===== src/rtl/tk_pkg.sv =====
package tk_pkg;
  localparam int EN_BIT   = 3;  // control word: run enable
  localparam int FLAG_BIT = 4;  // status word: write 1 clears match flag
endpackage


===== src/rtl/tk_ctrl.sv =====
module tk_ctrl #(
  parameter int SEC_W = 32
) (
  input  logic             clk,
  input  logic             rst,
  input  logic             ctrl_wr_i,
  input  logic [SEC_W-1:0] wr_data_i,
  output logic             en_o
);
  import tk_pkg::*;
  logic en_q;

  always_ff @(posedge clk) begin
    if (rst)            en_q <= 1'b0;
    else if (ctrl_wr_i) en_q <= wr_data_i[EN_BIT];
  end

  assign en_o = en_q;

  // enable follows bit 3 of a control write, otherwise holds
  a_r3_en_hold: assert property (@(posedge clk) disable iff (rst)
    !ctrl_wr_i |=> (en_q == $past(en_q)));
endmodule


===== src/rtl/tk_counter.sv =====
module tk_counter #(
  parameter int SEC_W  = 32,
  parameter int FRAC_W = 15
) (
  input  logic              clk,
  input  logic              rst,
  input  logic              en_i,
  input  logic              sec_wr_i,
  input  logic              frac_wr_i,
  input  logic [SEC_W-1:0]  wr_data_i,
  output logic [SEC_W-1:0]  sec_o,
  output logic [FRAC_W-1:0] frac_o,
  output logic              tick_o,
  output logic [SEC_W-1:0]  nxt_sec_o,
  output logic [FRAC_W-1:0] nxt_frac_o
);
  localparam logic [FRAC_W-1:0] FRAC_ONE = FRAC_W'(1);
  localparam logic [SEC_W-1:0]  SEC_ONE  = SEC_W'(1);

  logic [SEC_W-1:0]  sec_q;
  logic [FRAC_W-1:0] frac_q;
  logic              loaded_q;
  logic              tick;
  logic              carry;

  assign tick       = en_i && loaded_q && !sec_wr_i && !frac_wr_i;
  assign carry      = &frac_q;
  assign nxt_frac_o = frac_q + FRAC_ONE;
  assign nxt_sec_o  = carry ? (sec_q + SEC_ONE) : sec_q;

  always_ff @(posedge clk) begin
    if (rst) begin
      sec_q    <= '0;
      frac_q   <= '0;
      loaded_q <= 1'b0;
    end else begin
      if (sec_wr_i) begin
        sec_q    <= wr_data_i;
        loaded_q <= 1'b1;
      end
      if (frac_wr_i) frac_q <= wr_data_i[FRAC_W-1:0];
      if (tick) begin
        sec_q  <= nxt_sec_o;
        frac_q <= nxt_frac_o;
      end
    end
  end

  assign sec_o  = sec_q;
  assign frac_o = frac_q;
  assign tick_o = tick;

  // nothing moves before the first seconds load
  a_r2_frozen_unloaded: assert property (@(posedge clk) disable iff (rst)
    (!loaded_q && !sec_wr_i && !frac_wr_i) |=>
      (sec_q == $past(sec_q) && frac_q == $past(frac_q)));

  // fraction steps by one on a running, load-free clock
  a_r4_frac_step: assert property (@(posedge clk) disable iff (rst)
    (en_i && loaded_q && !sec_wr_i && !frac_wr_i) |=>
      (frac_q == $past(frac_q) + FRAC_ONE));

  // a fraction-only load leaves the seconds word alone
  a_r5_frac_load_sec_hold: assert property (@(posedge clk) disable iff (rst)
    (frac_wr_i && !sec_wr_i) |=> (sec_q == $past(sec_q)));
endmodule


===== src/rtl/tk_alarm.sv =====
module tk_alarm #(
  parameter int SEC_W  = 32,
  parameter int FRAC_W = 15
) (
  input  logic              clk,
  input  logic              rst,
  input  logic              alm_sec_wr_i,
  input  logic              alm_frac_wr_i,
  input  logic              stat_wr_i,
  input  logic [SEC_W-1:0]  wr_data_i,
  input  logic              tick_i,
  input  logic [SEC_W-1:0]  nxt_sec_i,
  input  logic [FRAC_W-1:0] nxt_frac_i,
  input  logic [SEC_W-1:0]  cnt_sec_i,
  input  logic [FRAC_W-1:0] cnt_frac_i,
  output logic [SEC_W-1:0]  alm_sec_o,
  output logic [FRAC_W-1:0] alm_frac_o,
  output logic              flag_o
);
  import tk_pkg::*;
  localparam int CMP_W = SEC_W + FRAC_W;

  logic [SEC_W-1:0]  alm_sec_q;
  logic [FRAC_W-1:0] alm_frac_q;
  logic              flag_q;
  logic              hit;
  logic              clr;

  assign hit = tick_i && ({nxt_sec_i, nxt_frac_i} == CMP_W'({alm_sec_q, alm_frac_q}));
  assign clr = stat_wr_i && wr_data_i[FLAG_BIT];

  always_ff @(posedge clk) begin
    if (rst) begin
      alm_sec_q  <= '1;
      alm_frac_q <= '0;
      flag_q     <= 1'b0;
    end else begin
      if (alm_sec_wr_i)  alm_sec_q  <= wr_data_i;
      if (alm_frac_wr_i) alm_frac_q <= wr_data_i[FRAC_W-1:0];
      flag_q <= hit | (flag_q & ~clr);
    end
  end

  assign alm_sec_o  = alm_sec_q;
  assign alm_frac_o = alm_frac_q;
  assign flag_o     = flag_q;

  // flag holds unless a clearing status write arrives
  a_r8_flag_sticky: assert property (@(posedge clk) disable iff (rst)
    (flag_q && !clr) |=> flag_q);

  // a rising flag means the count now equals the alarm it was compared with
  a_r6_rise_on_match: assert property (@(posedge clk) disable iff (rst)
    $rose(flag_q) |-> ({cnt_sec_i, cnt_frac_i} == $past({alm_sec_q, alm_frac_q})));
endmodule


===== src/rtl/lp_timekeeper.sv =====
module lp_timekeeper #(
  parameter int SEC_W  = 32,
  parameter int FRAC_W = 15
) (
  input  logic              clk,
  input  logic              rst,
  input  logic [SEC_W-1:0]  wr_data,
  input  logic              sec_wr,
  input  logic              frac_wr,
  input  logic              alm_sec_wr,
  input  logic              alm_frac_wr,
  input  logic              ctrl_wr,
  input  logic              stat_wr,
  output logic [SEC_W-1:0]  time_sec,
  output logic [FRAC_W-1:0] time_frac,
  output logic [SEC_W-1:0]  alm_sec,
  output logic [FRAC_W-1:0] alm_frac,
  output logic              run_en,
  output logic              match_flag
);
  logic              en;
  logic              tick;
  logic [SEC_W-1:0]  nxt_sec;
  logic [FRAC_W-1:0] nxt_frac;

  tk_ctrl #(.SEC_W(SEC_W)) u_ctrl (
    .clk(clk), .rst(rst), .ctrl_wr_i(ctrl_wr), .wr_data_i(wr_data), .en_o(en)
  );

  tk_counter #(.SEC_W(SEC_W), .FRAC_W(FRAC_W)) u_cnt (
    .clk(clk), .rst(rst), .en_i(en), .sec_wr_i(sec_wr), .frac_wr_i(frac_wr),
    .wr_data_i(wr_data), .sec_o(time_sec), .frac_o(time_frac),
    .tick_o(tick), .nxt_sec_o(nxt_sec), .nxt_frac_o(nxt_frac)
  );

  tk_alarm #(.SEC_W(SEC_W), .FRAC_W(FRAC_W)) u_alm (
    .clk(clk), .rst(rst), .alm_sec_wr_i(alm_sec_wr), .alm_frac_wr_i(alm_frac_wr),
    .stat_wr_i(stat_wr), .wr_data_i(wr_data), .tick_i(tick),
    .nxt_sec_i(nxt_sec), .nxt_frac_i(nxt_frac),
    .cnt_sec_i(time_sec), .cnt_frac_i(time_frac),
    .alm_sec_o(alm_sec), .alm_frac_o(alm_frac), .flag_o(match_flag)
  );

  assign run_en = en;

  initial begin
    a_r1_widths: assert (FRAC_W <= SEC_W && SEC_W > 4);
  end
endmodule


===== config.mk =====
export PLATFORM = sky130hd
export DESIGN_NAME = lp_timekeeper
export DESIGN_NICKNAME = d
export VERILOG_FILES = /design/src/rtl/tk_pkg.sv /design/src/rtl/tk_ctrl.sv /design/src/rtl/tk_counter.sv /design/src/rtl/tk_alarm.sv /design/src/rtl/lp_timekeeper.sv
export SDC_FILE = /design/constraint.sdc
export NUM_CORES = 1
export LEC_CHECK = 0
export BUFFER_PORTS_ARGS = -buffer_cell sky130_fd_sc_hd__buf_4
export CAP_MARGIN = 20
export CORE_MARGIN = 3
export CORE_UTILIZATION = 48
export DETAILED_ROUTE_END_ITERATION = 6
export PLACE_DENSITY_LB_ADDON = 0.12
export SYNTH_ARGS = -nofsm -noshare
export SYNTH_HDL_FRONTEND = slang
export SYNTH_SLANG_ARGS = --single-unit

===== constraint.sdc =====
create_clock -name clk -period 4 [get_ports clk]
set_input_delay 0.8 -clock clk [delete_from_list [all_inputs] [get_ports clk]]
set_output_delay 0.8 -clock clk [all_outputs]
set_load 0.02 [all_outputs]

Word level (Yosys, flattened, before mapping)
Cells that the tools add are included.
{"block": "op_classes", "mux": 5, "bitwise_logic": 3, "eq_ne": 1, "addsub": 2, "n_reduce_logical": 10}
{"op": "$mux 32", "count": 3}
{"op": "$eq 47x47->1", "count": 1}
{"op": "$add 32x1->32 const B", "count": 1}
{"op": "$mux 15", "count": 2}
{"op": "$add 15x1->15 const B", "count": 1}
{"op": "$reduce_and 15->1", "count": 1}
{"op": "$logic_and 1x1->1", "count": 5}
{"op": "$reduce_bool 2->1", "count": 2}
{"op": "$logic_not 1->1", "count": 2}
{"op": "$and 1x1->1", "count": 1}
{"op": "$not 1->1", "count": 1}
{"op": "$or 1x1->1", "count": 1}
{"block": "totals", "wordCells": 28, "regBits": 97, "input_bits": 40, "out_inout_bits": 96}

Longest topological paths before layout
Gate-level depths: netlist of the first run.
{"block": "logic_depth", "ltp_word": 5, "depth_mapped": 11, "depth_no_buf": 9}

Cells and area by module
From an unflattened synthesis of the first run, not the netlist that was laid out.
{"block": "unflattened", "cells_unflattened": 698, "area_unflattened_um2": 5764.3}
{"module": "tk_counter", "area_each_um2": 3520.9, "seq_area_each_um2": 960.9, "instances": 1, "cells_per_inst": 466}
{"module": "tk_alarm", "area_each_um2": 2209.6, "seq_area_each_um2": 960.9, "instances": 1, "cells_per_inst": 229}
{"module": "tk_ctrl", "area_each_um2": 33.8, "seq_area_each_um2": 20.0, "instances": 1, "cells_per_inst": 3}

Worst setup path before layout of the first run
No wires, ideal clock.
{"block": "synth_timing", "kind": "register -> register", "startpoint": "register u_cnt.frac_q[0], in the netlist u_cnt.frac_o[0]", "endpoint": "register u_alm.flag_q, in the netlist u_alm.flag_o", "stages_incl_launch_ff": 12, "required_ps": 3913, "n_path_buf": 2, "t_arrival_ps": 3226, "setup_time_ps": 87, "path_slack_ps": 687, "period_less_slack_ps": 3313, "path_cell_list": "dfxtp_1 > ha_1 > nand2_1 > or4_1 > buf_2 > or4_4 > or2_1 > clkbuf_2 > or3_1 > a21oi_1 > o211ai_1 > o31ai_1"}
{"block": "synth_via", "elab_chain_cells": 5, "word_cells_on_any_way": 6, "cone_classes": "1 x add/sub; 1 x eq/ne; 1 x mux; 1 x bitwise; 2 x reduce/logical"}
{"element": "start: declaration", "line": "tk_counter.sv:21", "rtl": "logic [FRAC_W-1:0] frac_q;"}
{"element": "start signal: assignment", "line": "tk_counter.sv:41", "rtl": "if (frac_wr_i) frac_q <= wr_data_i[FRAC_W-1:0];"}
{"element": "start signal: assignment", "line": "tk_counter.sv:44", "rtl": "frac_q <= nxt_frac_o;"}
{"element": "branches (longest 2 deep; another with $add 15x1->15)"}
{"element": "$eq 47x47->1 *", "line": "tk_alarm.sv:29", "rtl": "assign hit = tick_i && ({nxt_sec_i, nxt_frac_i} == CMP_W'({alm_sec_q, alm_frac_q}));"}
{"element": "$logic_and 1x1->1 *", "line": "tk_alarm.sv:29"}
{"element": "$or 1x1->1 *", "line": "tk_alarm.sv:40", "rtl": "flag_q <= hit | (flag_q & ~clr);"}
{"element": "end signal: assignment", "line": "tk_alarm.sv:40"}
{"element": "end: declaration", "line": "tk_alarm.sv:25", "rtl": "logic flag_q;"}
Mark *: on every way between the ends.
A chain may end at the register's enable or synchronous reset.

Worst setup path in the final report of the first run
Ends and elaborated chain as after synthesis.

==> results of run 1 <==
through the flow:
step / instances / hold WS [ns] / power, mW / util / worst slack (ns)
after floorplan: 748 / 0.441 / 1.41 / - / 0.687
after global routing: 1000 / 0.525 / 2.66 / 0.620 / 0.169
after detailed placement: 985 / 0.467 / 1.61 / 0.591 / 0.474
after global placement: 985 / 0.451 / 1.61 / 0.591 / 0.594
after CTS: 1000 / 0.482 / 2.58 / 0.620 / 0.395
final: 1000 / 0.474 / 2.56 / 0.620 / 0.324
how the worst min path moves through the flow:
stage                    from              to  slack, ns  cells past startpoint
4_1_cts        u_cnt.loaded_q  u_cnt.loaded_q       0.48                      2
5_1_grt        u_cnt.loaded_q  u_cnt.loaded_q       0.53                      2
6_report       u_cnt.loaded_q  u_cnt.loaded_q       0.47                      2
3_3_place_gp   u_cnt.loaded_q  u_cnt.loaded_q       0.45                      2
3_5_place_dp   u_cnt.loaded_q  u_cnt.loaded_q       0.47                      2
2_1_floorplan  u_cnt.loaded_q  u_cnt.loaded_q       0.44                      2
kinds of logic after synthesis:
group           synth area share
simple gates               0.266
flops                      0.336
fa+ha+maj                0.00433
buf+inv                   0.0405
mux                       0.0661
xor+xnor                   0.127
compound gates             0.159
area by class of cell:
class | count | share of cell area
inverter | 7 | 0.00366
tap | 143 | 0.0250
sequential | 97 | 0.271
clock inverter | 2 | 0.00838
timing repair buffer | 146 | 0.153
multi-input combinational | 592 | 0.502
clock buffer | 13 | 0.0377
cells in the final DEF, fill, tap and decap left out, types with 5 or more instances in the layout:
cell type,count
a211o_1,11
a21oi_1,70
a22oi_1,7
and3_1,7
buf_4,146
clkbuf_16,9
dfxtp_1,97
inv_1,7
mux2i_1,37
nand2_1,81
nand2b_1,5
nand3_1,26
nand3b_1,5
nand4_1,17
nor2_1,77
nor2b_1,13
nor3_1,27
nor4_1,22
o211ai_1,5
o21ai_0,38
or2_2,5
or3_1,8
xnor2_1,54
xor2_1,30
worst register-to-register path: cells and delay by family, from the launching register on:
kind	cells	cell delay (ns)
compound gates	2	0.31
simple gates	5	1.95
flops	1	0.50
xor+xnor	1	0.24
fa+ha+maj	1	0.34
buf+inv	1	0.24
synthesized netlist by cell type, drive strengths merged, types with 5 or more instances:
cell,n
nand4,17
buf,8
or2,6
nand3b,5
a22oi,7
nand2b,5
nor3,27
nand3,27
nor4,22
xnor2,54
or4,5
nor2,77
inv,7
o211ai,5
o21ai,38
and3,7
a211o,11
nand2,81
clkbuf,44
mux2i,37
xor2,30
or3,8
dfxtp,97
nor2b,13
a21oi,70
state kept, by name (all words and copies together), names as in the netlist:
signal            flops
u_alm.alm_sec_o      32
u_cnt.sec_o          32
u_alm.alm_frac_o     15
u_cnt.frac_o         15
u_alm.flag_o          1
u_cnt.loaded_q        1
u_ctrl.en_o           1
power groups by stage:
stage               clock network [mW]  logic (mW)  registers, mW
CTS                              0.982       0.482           1.11
global route                      1.02       0.520           1.12
floorplan                            0       0.237           1.17
detailed placement                   0       0.479           1.13
global placement                     0       0.476           1.13
finish                           0.967       0.482           1.12
metal layers:
| layer | vias to the layer above | GRT usage |
|---|---|---|
| met3 | 22 | 0.0381 |
| met2 | 243 | 0.412 |
| met4 | 0 | 0.0928 |
| li1 | 2860 | - |
| met5 | - | 0 |
| met1 | 2827 | 0.438 |
==> impl_metrics.yaml, run 1 <==
synthesis:
  syn_nets: 790
  synth_ff_type: "dfxtp_1"
  syn_area_um2: 5770
  yosys_warnings: 0
  ys_async_sr_fraction: 0
  ys_seq_area_frac: 0.336
  synth_top_area_cell: "dfxtp_1"
  synth_edf_count: 0
  netlist_instances: 748
  avgSynthCellArea_um2: 7.72
  ys_ff_latch: 97
  synth_top_cells_by_area: "dfxtp_1, xnor2_1, mux2i_1, a21oi_1, nand2_1"
  synth_top_area_frac: 0.336
  ys_types: 52
timing:
  worst_slew_pin_slew_ns: 0.785
  setup_viol: 0
  rsz0062_at_grt: "false"
  max_clock_freq_ghz: 0.272
  tns_ns: 0
  finalMaxSlewViolations: 0
  finalHoldViolCount: 0
  post-route-period-util: 0.919
  finalCriticalPeriod_ns: 3.68
  clock_skew_ns: 0.00887
  slew-limit-headroom: 0.476
setup_path:
  path_cells: "ha_1, nand2_1, or4_1, buf_4, or4_1, xnor2_1, o211ai_1, nor4_1, nand4_1, o31ai_1"
  path_buf_inv: 1
  path_delay_family: "simple AND/OR/NAND/NOR gates"
  cp.required_ns: 4.26
  critPathArrivalTime_ns: 3.94
  cp-endpoint: "u_alm.flag_o"
  worstSetupPathType: "register to register"
  cp_num_cells: 10
  crit_slowest_cell: "or4_1"
  rr_worst_depth: 10
  end_kind: "register"
  startpoint: "u_cnt.frac_o[0]"
  worst_path_most_repeated_cell: "or4_1"
  r2r_end: "u_alm.flag_o"
  crit_fanout: 10
  rr_startpoint: "u_cnt.frac_o[0]"
  reg2reg_slack_ns: 0.32
  critPathLaunchType: "register"
  cpPeakStageDelay_ns: 0.67
finish:
  regArea_um2: 1940
  drive_gt1_frac: 0.197
  nFillCells: 1050
  num_antenna_cells: 0
  area.growth.synth_to_final_pct: 24.2
  multiInputGateArea_um2: 3600
  finalNetCount: 895
  fin_area_um2: 7170
grt:
  antenna_found_initial: 0
  grt_use_total: 0.286
  grt_max_degree: 48
  grt_overflow: 0
  grt_pass1_wl_um: 29900
  grt_pass1_vias: 5420
place:
  globalplace.congestion: 0.933
  place_area_um2: 6840
  dp_hpwl_um: 13900
  portBuffers: 135
clocking:
  cts_tree: "yes"
  h-tree-depth: 3
  cts_resized: 0
  cts_num_sinks: 97
  cts-root-buf: "clkbuf_16"
  post-cts-setup-buffer-count: 0
  worstSkewPairLatency_ns: 0.35
  clockBufferDepth: 2
  cts_buffers: 9
  path_clk_slew_ns: 0.07
  cts_hold_buf: 0
pwr:
  power_density_nw_per_um2: 358
  p_int_mw: 1.83
  power_frac_comb: 0.188
  p_clk_frac: 0.377
  p_seq_frac: 0.435
  switching_share: 0.285
  ir_drop_mv: 0.258
  p_leak_nw: 2.82
  power_switching_mw: 0.730
detailed_routing:
  drtAntennaViolNets: 0
  wl_um: 19100
  firstDrtPassIters: 5
  routed_via_density: 5.95
  route.vias.total: 5952
  routed-wl-met2_um: 8280
  drt_iter0_markers: 612
  drc: 0
  routedWlPerCell_um: 19.1
  highest_layer: "met4"
  route.met3.wl_um: 1410
  m1WireLength_um: 9010
job:
  maxCapViolations: 0
floorplan:
  rows: 39
  io_pins: 136
  dieArea_um2: 13400
  die_w_um: 116
  core_um2: 11600
  die_h_um: 116
  initial_core_util: 0.499
status:
  status: "finished clean"
hold_path:
  hold_class: "register to register"
(Power assumes the default switching activity.)
==> run 2: changes to the inputs <==
clock period = 3.4 ns   (was 4 ns; I/O delays follow)
==> impl_metrics.yaml, run 2 (synthesized netlist as in run 1, its figures left out) <==
clocking:
  path_clk_slew_ns: 0.07
  cts_tree: "yes"
  cts-root-buf: "clkbuf_16"
  cts_buffers: 9
  clockBufferDepth: 2
  cts_num_sinks: 97
  h-tree-depth: 3
  worstSkewPairLatency_ns: 0.35
pwr:
  p_leak_nw: 2.92
  power_density_nw_per_um2: 411
  ir_drop_mv: 0.300
detailed_routing:
  routedWlPerCell_um: 19.7
  firstDrtPassIters: 5
  drtAntennaViolNets: 0
  drc: 0
  wl_um: 20100
  routed_via_density: 5.98
  route.vias.total: 6102
  drt_iter0_markers: 687
timing:
  slew-limit-headroom: 0.508
  max_clock_freq_ghz: 0.308
  worst_slew_pin_slew_ns: 0.732
  finalMaxSlewViolations: 0
  tns_ns: 0
  rsz0062_at_grt: "false"
  post-route-period-util: 0.956
  setup_viol: 0
  holdWs_ns: 0.495
  finalCriticalPeriod_ns: 3.25
  finalHoldViolCount: 0
  clock_skew_ns: 0.00912
setup_path:
  rr_startpoint: "u_cnt.frac_o[5]"
  crit_fanout: 11
  critPathArrivalTime_ns: 3.52
  r2r_end: "u_alm.flag_o"
  end_kind: "register"
  rr_worst_depth: 10
  cp.required_ns: 3.67
  critPathLaunchType: "register"
  reg2reg_slack_ns: 0.15
  worstSetupPathType: "register to register"
floorplan:
  rows: 39
  die_w_um: 116
  initial_core_util: 0.499
  io_pins: 136
  dieArea_um2: 13400
  die_h_um: 116
  core_um2: 11600
finish:
  regArea_um2: 1940
  nFillCells: 1035
  final_common_cell: "buf_4"
  area.growth.synth_to_final_pct: 27.6
  finalNetCount: 915
  final_cell_mix: "buf_4, dfxtp_1, nand2_1"
  multiInputGateArea_um2: 3640
  drive_gt1_frac: 0.229
  num_antenna_cells: 0
grt:
  met1_usage: 0.444
  grt_max_degree: 49
  grt_util_met2: 0.452
  grt_use_total: 0.301
  grt_pass1_wl_um: 31600
  grt_pass1_vias: 5641
  grt_use_met3: 0.0470
  grt_overflow: 0
  antenna_found_initial: 0
  top_usage_layer: "met2"
hold_path:
  min_from: "u_cnt.loaded_q"
  hold_class: "register to register"
  whs_endpoint: "u_cnt.loaded_q"
  hold_depth: 2
job:
  maxCapViolations: 0
status:
  status: "finished clean"
place:
  portBuffers: 135
  dp_hpwl_um: 14800
  globalplace.congestion: 0.947
[run 2: cell count changes in the layout (fill, tap and decap cells not counted), sizes merged]
cell | previous run | this run
clkinvlp | 0 | 2
clkbuf | 13 | 10
clkinv | 0 | 1
buf | 146 | 166
inv | 7 | 8
[run 2: how the worst max path moves through the flow]
stage	from	to	depth (start not counted)
2_1_floorplan	u_cnt.frac_o[0]	u_alm.flag_o	11
6_report	u_cnt.frac_o[5]	u_alm.flag_o	10
4_1_cts	u_cnt.frac_o[1]	u_alm.flag_o	9
3_3_place_gp	u_cnt.frac_o[1]	u_alm.flag_o	9
5_1_grt	u_cnt.frac_o[5]	u_alm.flag_o	10
3_5_place_dp	u_cnt.frac_o[1]	u_alm.flag_o	9
[run 2: layout make-up]
| class | instances | area share |
|---|---|---|
| Multi-Input combinational cell | 592 | 0.495 |
| Clock buffer | 10 | 0.0324 |
| Inverter | 7 | 0.00357 |
| Sequential cell | 97 | 0.264 |
| Clock inverter | 6 | 0.0121 |
| Tap cell | 143 | 0.0243 |
| Timing Repair Buffer | 166 | 0.169 |
[run 2: worst max-delay path: stages (launching register included)]
cell and delay (ns):
dfxtp_1 0.44, nand4_1 0.19, buf_4 0.22, or4_1 0.65, buf_4 0.24, mux2_2 0.28, o21ai_0 0.31, nand2_1 0.12
nor4_2 0.33, nand4_1 0.15, o31ai_2 0.25
[run 2: metal layers]
| layer | routed length, um | vias up | part of all wire |
|---|---|---|---|
| li1 | - | 2892 | - |
| met1 | 9260 | 2892 | 0.46 |
| met2 | 8910 | 287 | 0.44 |
| met3 | 1520 | 31 | 0.076 |
| met4 | 429 | 0 | 0.021 |
| met5 | 0 | - | 0 |
[run 2: per-stage QoR]
| step | std cells | util | total power, mW | setup WS [ns] | instance area, um2 |
|---|---|---|---|---|---|
| after global routing | 1021 | 0.637 | 3.15 | 0.0305 | 7370 |
| after global placement | 1005 | 0.604 | 1.91 | 0.177 | 6990 |
| after CTS | 1021 | 0.633 | 3.04 | 0.0236 | 7320 |
| after detailed placement | 1005 | 0.604 | 1.92 | 0.0538 | 6990 |
| final | 1021 | 0.637 | 3.03 | 0.151 | 7370 |
| after floorplan | 748 | - | 1.65 | 0.0868 | 5770 |
[run 2: repair_timing]
item                                    CTS  global route
hold buffers                              0             0
setup buffers                             0             0
resized for setup                         0            11
endpoints found under the setup margin    0             3
[run 2: where the power goes]
group	total, mW	leakage, nW	internal (mW)	switching, mW
logic	0.607	1.96	0.266	0.341
clock network	1.13	0.155	0.666	0.462
registers	1.29	0.803	1.20	0.0905
total	3.03	2.92	2.14	0.894
==> run 3: changes to the inputs <==
CORE_UTILIZATION = 55   (was 48)
==> impl_metrics.yaml, run 3 (synthesized netlist as in run 1, its figures left out) <==
setup_path:
  path_cells: "ha_2, nand2_1, or4_1, buf_4, or4_1, xnor2_1, o211ai_1, nor4_1, nand4_1, o31ai_1"
  path_buf_inv: 1
  path_delay_family: "simple AND/OR/NAND/NOR gates"
  reg2reg_slack_ns: 0.23
  crit_slowest_cell: "or4_1"
  critPathArrivalTime_ns: 3.48
  worst_path_most_repeated_cell: "or4_1"
  end_kind: "register"
  crit_fanout: 15
  rr_startpoint: "u_cnt.frac_o[1]"
  cp.required_ns: 3.70
  cpPeakStageDelay_ns: 0.59
  rr_worst_depth: 10
  critPathLaunchType: "register"
  r2r_end: "u_alm.flag_o"
  worstSetupPathType: "register to register"
place:
  globalplace.congestion: 0.958
  portBuffers: 135
  dp_cells: 992
  dp_hpwl_um: 14400
clocking:
  cts_tree: "yes"
  h-tree-depth: 3
  cts_buffers: 9
  cts_num_sinks: 97
  path_clk_slew_ns: 0.10
  worstSkewPairLatency_ns: 0.40
  clockBufferDepth: 2
  cts-root-buf: "clkbuf_8"
hold_path:
  hold_class: "input pin to register"
  min_from: "wr_data[19]"
  hold_depth: 2
  whs_endpoint: "u_alm.alm_sec_o[19]"
grt:
  grt_pass1_wl_um: 30700
  grt_overflow: 0
  grt_max_degree: 47
  antenna_found_initial: 0
  grt_use_total: 0.337
  grt_pass1_vias: 5842
finish:
  final_cell_mix: "buf_4, dfxtp_1, nand2_1"
  nFillCells: 850
  drive_gt1_frac: 0.217
  finalNetCount: 912
  num_antenna_cells: 0
  area.growth.synth_to_final_pct: 24.0
  final_common_cell: "buf_4"
  final_cells: 1008
floorplan:
  initial_core_util: 0.577
  die_h_um: 108
  core_um2: 10000
  rows: 36
  io_pins: 136
  dieArea_um2: 11800
  die_w_um: 108
detailed_routing:
  firstDrtPassIters: 5
  routed_via_density: 6.11
  drt_iter0_markers: 672
  route.vias.total: 6155
  drtAntennaViolNets: 0
  wl_um: 19500
  routedWlPerCell_um: 19.3
  drc: 0
timing:
  worst_slew_pin_slew_ns: 0.723
  slew-limit-headroom: 0.516
  clock_skew_ns: 0.0130
  setup_viol: 0
  rsz0062_at_grt: "false"
  max_clock_freq_ghz: 0.315
  finalCriticalPeriod_ns: 3.17
  post-route-period-util: 0.934
  finalHoldViolCount: 0
  finalMaxSlewViolations: 0
  tns_ns: 0
pwr:
  p_leak_nw: 2.83
  ir_drop_mv: 0.396
  power_density_nw_per_um2: 373
job:
  maxCapViolations: 0
status:
  status: "finished clean"
run 3: repair_timing:
item | CTS | global route
hold buffers | 0 | 0
setup buffers | 0 | 0
setup endpoints to repair | 0 | 1
gates resized for setup | 0 | 3
run 3: worst register-to-register path, stage by stage (launching register included):
cell,delay [ns]
dfxtp_2,0.40
ha_2,0.25
nand2_1,0.08
or4_1,0.55
buf_4,0.23
or4_1,0.59
xnor2_1,0.24
o211ai_1,0.12
nor4_1,0.31
nand4_1,0.12
o31ai_1,0.20
run 3: report_power, final:
group	switching [mW]	internal [mW]
Sequential	0.0952	1.20
Clock	0.435	0.342
Combinational	0.336	0.261
Total	0.866	1.81
run 3: final cells by class:
class                           instances  area [um2]  area share
Clock inverter                          6        66.3     0.00927
Inverter                                7        26.3     0.00367
Timing Repair Buffer                  163        1220       0.171
Clock buffer                           10         128      0.0178
Sequential cell                        97        1940       0.272
Multi-Input combinational cell        592        3600       0.503
Tap cell                              133         166      0.0233
run 3: per-layer routing:
metal / global-route usage / share of wire
met5: 0 / 0
met4: 0.105 / 0.023
met3: 0.0657 / 0.086
met2: 0.541 / 0.46
met1: 0.456 / 0.43
run 3: per-stage QoR:
step | setup slack (ns) | cell area, um2 | power [mW] | hold WS, ns | util
3_5_place_dp | 0.153 | 6950 | 1.91 | 0.478 | 0.695
2_1_floorplan | 0.0868 | 5770 | 1.65 | 0.441 | -
3_3_place_gp | 0.226 | 6950 | 1.90 | 0.451 | 0.695
6_report | 0.226 | 7160 | 2.67 | 0.503 | 0.716
4_1_cts | 0.126 | 7150 | 2.68 | 0.490 | 0.715
5_1_grt | 0.0317 | 7160 | 2.78 | 0.504 | 0.716
run 3: worst max-delay path by stage:
stage	from	endpoint	cells past startpoint
finish	u_cnt.frac_o[1]	u_alm.flag_o	10
global route	u_cnt.frac_o[1]	u_alm.flag_o	10
CTS	u_cnt.frac_o[1]	u_alm.flag_o	10
detailed placement	u_cnt.frac_o[1]	u_alm.flag_o	10
global placement	u_cnt.frac_o[1]	u_alm.flag_o	10
floorplan	u_cnt.frac_o[0]	u_alm.flag_o	11
